<file path="src/rtl/pfx_seq_pkg.sv">
package pfx_seq_pkg;
    localparam int WORD_W   = 32;
    localparam int FIELD_W  = 24;
    localparam int OPC_W    = 6;
    localparam int BUNDLE_W = FIELD_W + WORD_W;
    localparam logic [OPC_W-1:0] PFX_OPC = 6'd9;

    typedef enum logic {ST_IDLE, ST_HOLD} seq_state_e;

    typedef struct packed {
        logic [FIELD_W-1:0] field;
        logic [WORD_W-1:0]  word;
    } bundle_t;

    typedef struct packed {
        bundle_t bundle;
        logic    prefixed;
        logic    illegal;
    } issue_t;

    function automatic logic is_prefix_word(input logic [WORD_W-1:0] w);
        return w[WORD_W-1 -: OPC_W] == PFX_OPC;
    endfunction
endpackage

</file>
<file path="src/rtl/pfx_classify.sv">
module pfx_classify
    import pfx_seq_pkg::*;
(
    input  logic [WORD_W-1:0]  word,
    output logic               is_pfx,
    output logic [FIELD_W-1:0] field
);
    always_comb begin
        is_pfx = is_prefix_word(word);
        field  = word[FIELD_W-1:0];
    end
endmodule

</file>
<file path="src/rtl/pfx_hold_fsm.sv">
module pfx_hold_fsm
    import pfx_seq_pkg::*;
(
    input  logic               clk,
    input  logic               rst,
    input  logic               flush,
    input  logic               accept,
    input  logic               is_pfx,
    input  logic [FIELD_W-1:0] field_in,
    input  logic [WORD_W-1:0]  word_in,
    output logic               holding,
    output logic               emit,
    output issue_t             emit_item
);
    seq_state_e         state_q;
    logic [FIELD_W-1:0] field_q;

    assign holding = (state_q == ST_HOLD);

    always_comb begin
        emit                      = 1'b0;
        emit_item.bundle.field    = '0;
        emit_item.bundle.word     = word_in;
        emit_item.prefixed        = 1'b0;
        emit_item.illegal         = 1'b0;
        if (accept) begin
            if (state_q == ST_IDLE) begin
                emit = !is_pfx;
            end else begin
                emit = 1'b1;
                if (is_pfx) begin
                    emit_item.illegal = 1'b1;
                end else begin
                    emit_item.bundle.field = field_q;
                    emit_item.prefixed     = 1'b1;
                end
            end
        end
    end

    always_ff @(posedge clk) begin
        if (rst || flush) begin
            state_q <= ST_IDLE;
            field_q <= '0;
        end else if (accept) begin
            if (state_q == ST_IDLE && is_pfx) begin
                state_q <= ST_HOLD;
                field_q <= field_in;
            end else begin
                state_q <= ST_IDLE;
                field_q <= '0;
            end
        end
    end

    // a prefix taken in idle leads to the holding state
    a_r3_enter_hold: assert property (@(posedge clk) disable iff (rst)
        (!flush && accept && is_pfx && !holding) |=> holding);
    // a second prefix drops the held field
    a_r8_double_prefix_drops: assert property (@(posedge clk) disable iff (rst)
        (!flush && accept && is_pfx && holding) |=> !holding);
    // nothing leaves the holding state without a handshake or flush
    a_r5_hold_persists: assert property (@(posedge clk) disable iff (rst)
        (holding && !accept && !flush) |=> holding && $stable(field_q));
endmodule

</file>
<file path="src/rtl/pfx_out_stage.sv">
module pfx_out_stage
    import pfx_seq_pkg::*;
(
    input  logic   clk,
    input  logic   rst,
    input  logic   flush,
    input  logic   load,
    input  issue_t load_item,
    input  logic   out_ready,
    output logic   out_valid,
    output issue_t out_item,
    output logic   can_take
);
    issue_t item_q;
    logic   valid_q;

    assign can_take  = !valid_q || out_ready;
    assign out_valid = valid_q;
    assign out_item  = item_q;

    always_ff @(posedge clk) begin
        if (rst || flush) begin
            valid_q <= 1'b0;
            item_q  <= '0;
        end else if (load) begin
            valid_q <= 1'b1;
            item_q  <= load_item;
        end else if (out_ready) begin
            valid_q <= 1'b0;
        end
    end

    // a stalled bundle stays put
    a_r6_stall_hold: assert property (@(posedge clk) disable iff (rst)
        (valid_q && !out_ready && !flush) |=> valid_q && $stable(item_q));
    // flush empties the output stage
    a_r7_flush_empties: assert property (@(posedge clk) disable iff (rst)
        flush |=> !valid_q);
endmodule

</file>
<file path="src/rtl/pfx_fetch_seq.sv">
module pfx_fetch_seq
    import pfx_seq_pkg::*;
(
    input  logic                clk,
    input  logic                rst,
    input  logic                flush,
    input  logic                in_valid,
    output logic                in_ready,
    input  logic [WORD_W-1:0]   in_word,
    output logic                out_valid,
    input  logic                out_ready,
    output logic [BUNDLE_W-1:0] out_bundle,
    output logic                out_prefixed,
    output logic                out_illegal,
    output logic                irq_mask
);
    logic               is_pfx;
    logic [FIELD_W-1:0] field;
    logic               holding;
    logic               emit;
    logic               can_take;
    logic               accept;
    issue_t             emit_item;
    issue_t             out_item;

    assign in_ready = can_take && !flush;
    assign accept   = in_valid && in_ready;
    assign irq_mask = holding && !flush;

    pfx_classify u_cls (
        .word   (in_word),
        .is_pfx (is_pfx),
        .field  (field)
    );

    pfx_hold_fsm u_fsm (
        .clk       (clk),
        .rst       (rst),
        .flush     (flush),
        .accept    (accept),
        .is_pfx    (is_pfx),
        .field_in  (field),
        .word_in   (in_word),
        .holding   (holding),
        .emit      (emit),
        .emit_item (emit_item)
    );

    pfx_out_stage u_out (
        .clk       (clk),
        .rst       (rst),
        .flush     (flush),
        .load      (emit),
        .load_item (emit_item),
        .out_ready (out_ready),
        .out_valid (out_valid),
        .out_item  (out_item),
        .can_take  (can_take)
    );

    assign out_bundle   = out_item.bundle;
    assign out_prefixed = out_item.prefixed;
    assign out_illegal  = out_item.illegal;

    // interrupts are open whenever a combined bundle is presented
    a_r4_unmasked_with_bundle: assert property (@(posedge clk) disable iff (rst)
        (out_valid && out_prefixed) |-> !irq_mask);
    // an unprefixed bundle carries a zero upper field
    a_r2_plain_zero_field: assert property (@(posedge clk) disable iff (rst)
        (out_valid && !out_prefixed) |-> (out_bundle[BUNDLE_W-1:WORD_W] == '0));
    // illegal and prefixed are never both set
    a_r8_flags_exclusive: assert property (@(posedge clk) disable iff (rst)
        out_valid |-> !(out_prefixed && out_illegal));
endmodule

</file>
<file path="config.mk">
export PLATFORM = sky130hd
export DESIGN_NAME = pfx_fetch_seq
export DESIGN_NICKNAME = d
export VERILOG_FILES = /design/src/rtl/pfx_seq_pkg.sv /design/src/rtl/pfx_classify.sv /design/src/rtl/pfx_hold_fsm.sv /design/src/rtl/pfx_out_stage.sv /design/src/rtl/pfx_fetch_seq.sv
export SDC_FILE = /design/constraint.sdc
export NUM_CORES = 1
export LEC_CHECK = 0
export ABC_AREA = 1
export CAP_MARGIN = 20
export CORE_ASPECT_RATIO = 1.25
export CORE_MARGIN = 2
export CORE_UTILIZATION = 45
export DETAILED_ROUTE_END_ITERATION = 8
export PLACE_DENSITY = 0.86
export SETUP_SLACK_MARGIN = 0.4
export SYNTH_ARGS = -nofsm -noshare
export SYNTH_HDL_FRONTEND = slang
export SYNTH_SLANG_ARGS = --single-unit
</file>
<file path="constraint.sdc">
create_clock -name clk -period 1.64 [get_ports clk]
set_clock_uncertainty 0.1 [all_clocks]
set_input_delay 0.328 -clock clk [delete_from_list [all_inputs] [get_ports clk]]
set_output_delay 0.328 -clock clk [all_outputs]
set_load 0.02 [all_outputs]
</file>
==> results.sh <==
export IMPL_worst_ep_required_time_ps=1810
export IMPL_dr_total_vias=4105
export IMPL_cts_tree="yes"
export IMPL_final_area_um2=6078
export IMPL_cts_buffer_depth=2
export IMPL_regArea_um2=1777
export IMPL_r2r_start="u_out.out_valid$_SDFFE_PP0P_"
export IMPL_synth_most_common_cell="dfxtp_1"
export IMPL_drc=0
export IMPL_std_cell_rows=35
export IMPL_period_share=0.9525
export IMPL_synthArstFlopShare=0
export IMPL_core_area_um2=7313
export IMPL_cap_viol_max_count=0
export IMPL_synth_cells=447
export IMPL_seqPwrFrac=0.455
export IMPL_startpoint="u_out.out_valid$_SDFFE_PP0P_"
export IMPL_htreeDepth=3
export IMPL_ys_types=22
export IMPL_synth_warnings=0
export IMPL_min_period_ps=1562
export IMPL_wirelength_mm=15.21
export IMPL_worst_pin_slew_ps=234.2
export IMPL_worstPathArrival_ps=1730
export IMPL_synth_top_area_share=0.5004
export IMPL_min_to="u_out.out_item[33]$_SDFFE_PP0P_"
export IMPL_hold_viol_final=0
export IMPL_synth_main_ff_cell="dfxtp_1"
export IMPL_syn_avg_cell_area_um2=7.518
export IMPL_crit_fanout=9
export IMPL_cts_buffers_inserted=9
export IMPL_layout_nets=638
export IMPL_status="finished, final reports clean"
export IMPL_die_w_um=81.30
export IMPL_die_area_um2=8180
export IMPL_post_route_cells_drive_above_1_share=0.5174
export IMPL_port_buffers=97
export IMPL_place_area_um2=4557
export IMPL_wl_per_cell_um=21.82
export IMPL_gr_total_overflow=0
export IMPL_dr_pass1_iters=5
export IMPL_yosysTopAreaCell="dfxtp_1"
export IMPL_cts_root_buffer="clkbuf_8"
export IMPL_syn_nets=484
export IMPL_ant_nets=0
export IMPL_ff2ff_setup_slack_ps=80
export IMPL_area_growth_pct=80.86
export IMPL_n_antenna_cell=0
export IMPL_p_switching_mw=1.226
export IMPL_powerDensity_nw_per_um2=755.5
export IMPL_setup_slack_ps=77.93
export IMPL_max_freq_mhz=640.2
export IMPL_power_internal_mw=3.367
export IMPL_clk_pin_slew_ps=90
export IMPL_grt_pass1_wl_mm=17.91
export IMPL_holdPathStages=5
export IMPL_p_comb_frac=0.167
export IMPL_cts_hold_buf=0
export IMPL_synth_edf_count=0
export IMPL_yosys_top_cells_count="84 x dfxtp_1, 82 x nand3_1, 81 x nand2_1, 67 x nor2_1, 33 x inv_1"
export IMPL_clkLatencyLatePin_ps=370
export IMPL_worstRegToRegCells=8
export IMPL_crit_path_start_kind="flip-flop"
export IMPL_antenna_found_initial=0
export IMPL_min_from="in_word[31]"
export IMPL_worstReg2RegEnd="u_out.out_item[13]$_SDFFE_PP0P_"
export IMPL_drtIter0Drc=545
export IMPL_num_fill_cells=355
export IMPL_dpl_worst_slack_ps=-399.0
export IMPL_die_h_um=100.6
export IMPL_grt_max_degree=26
export IMPL_fin_tns_setup_ps=0
export IMPL_ios=98
export IMPL_sw_frac_of_total=0.2669
export IMPL_slew_headroom=0.8433
export IMPL_p_leak_nw=2.439
export IMPL_synth_area_um2=3361
export IMPL_rsz0062_at_grt="yes"
export IMPL_cp_end_kind="flip-flop"
export IMPL_setup_viol=0
export IMPL_grt_use_total=0.2883
export IMPL_yosysSeqAreaShare=0.5004
export IMPL_gp_congestion=0.8528
export IMPL_grt_pass1_vias=3605
export IMPL_avgViaCountPerCell=5.890
export IMPL_hp_class="in -> reg"
export IMPL_cts_sinks=84
export IMPL_dp_hpwl_mm=6.136
export IMPL_initial_utilization=0.4595
export IMPL_ys_top_cells_by_area="dfxtp_1 50%, nand3_1 12%, nand2_1 9.0%"
export IMPL_worst_hold_slack_ps=232.5
export IMPL_total_power_mw=4.592
export IMPL_ys_ff_latch=84
export IMPL_power_share_clock=0.378
export IMPL_multi_input_area_um2=1764
export IMPL_slew_violations=0
export IMPL_crit_type="reg -> reg"
export IMPL_ir_drop_mv=0.6835
## layer usage
layer / up-vias / wire length (um) / GRT usage
li1: 1737 / - / -
met1: 1915 / 5224 / 0.3181
met2: 340 / 7555 / 0.5019
met3: 113 / 1230 / 0.06631
met4: 0 / 1196 / 0.1578
met5: - / 0 / 0
## layout make-up
cell class | count | share of cell area
Clock inverter | 5 | 0.01359
Inverter | 39 | 0.03191
Multi-Input combinational cell | 293 | 0.2902
Timing Repair inverter | 3 | 0.007205
Tap cell | 92 | 0.01894
Timing Repair Buffer | 171 | 0.3213
Sequential cell | 84 | 0.2923
Clock buffer | 10 | 0.02450
## through the flow
step           instances    util
3_5_place_dp         628  0.6231
6_report             697  0.8311
5_1_grt              697  0.8311
2_1_floorplan        447       -
4_1_cts              672  0.7461
3_3_place_gp         628  0.6231
## worst max-delay path: stages (launching register included)
cell      delay, ps
dfxtp_4         380
nand2_4          90
nand3_4         120
clkinv_8        130
nand2_8         110
buf_12          160
inv_12          110
nor2_2           50
nor2_1          210
## registers in the layout (all words and copies together) (netlist names)
name	flops
u_fsm.field_q	24
u_fsm.holding	1
u_out.out_valid	1
u_out.out_item	58
## power groups by stage
stage | clock (mW) | sequential [mW] | combinational, mW
floorplan | 0 | 2.16 | 0.217
global placement | 0 | 2.13 | 0.463
detailed placement | 0 | 2.13 | 0.477
CTS | 1.70 | 2.09 | 0.599
global route | 1.80 | 2.09 | 0.793
finish | 1.74 | 2.09 | 0.766
## cells by family (layout without fill, tap and decap cells)
kind of cell    count (synthesis)  count (layout)  share of synthesized area
compound gates                 53              53                    0.07967
flops                          84              84                     0.5004
simple gates                  240             240                     0.3224
buf+inv                        70             228                    0.09754
## repair_timing
| action | 4_1_cts | 5_1_grt |
|---|---|---|
| hold endpoints to repair | 0 | 0 |
| resized for setup | 478 | 123 |
| setup buffers | 18 | 23 |
| cloned | 11 | 2 |
| setup endpoints to repair | 145 | 145 |
| pin swaps | 13 | 30 |
## cells in the final DEF, fill, tap and decap left out, types with 23 or more instances in the layout
cell / netlist / layout
buf_4: 5 / 38
buf_6: 3 / 73
clkdlybuf4s50_1: 0 / 27
dfxtp_1: 84 / 24
dfxtp_2: 0 / 52
inv_1: 33 / 31
nand2_1: 81 / 78
nand3_1: 82 / 60
nor2_1: 67 / 36
nor2_4: 4 / 23
o21ai_1: 20 / 23
## how the worst max path moves through the flow
stage	end	cells past startpoint
6_report	u_out.out_item[13]$_SDFFE_PP0P_	8
5_1_grt	u_out.out_item[13]$_SDFFE_PP0P_	8
2_1_floorplan	u_out.out_item[10]$_SDFFE_PP0P_	8
3_5_place_dp	in_ready	3
3_3_place_gp	irq_mask	3
4_1_cts	in_ready	2
(Power assumes the default switching activity.)
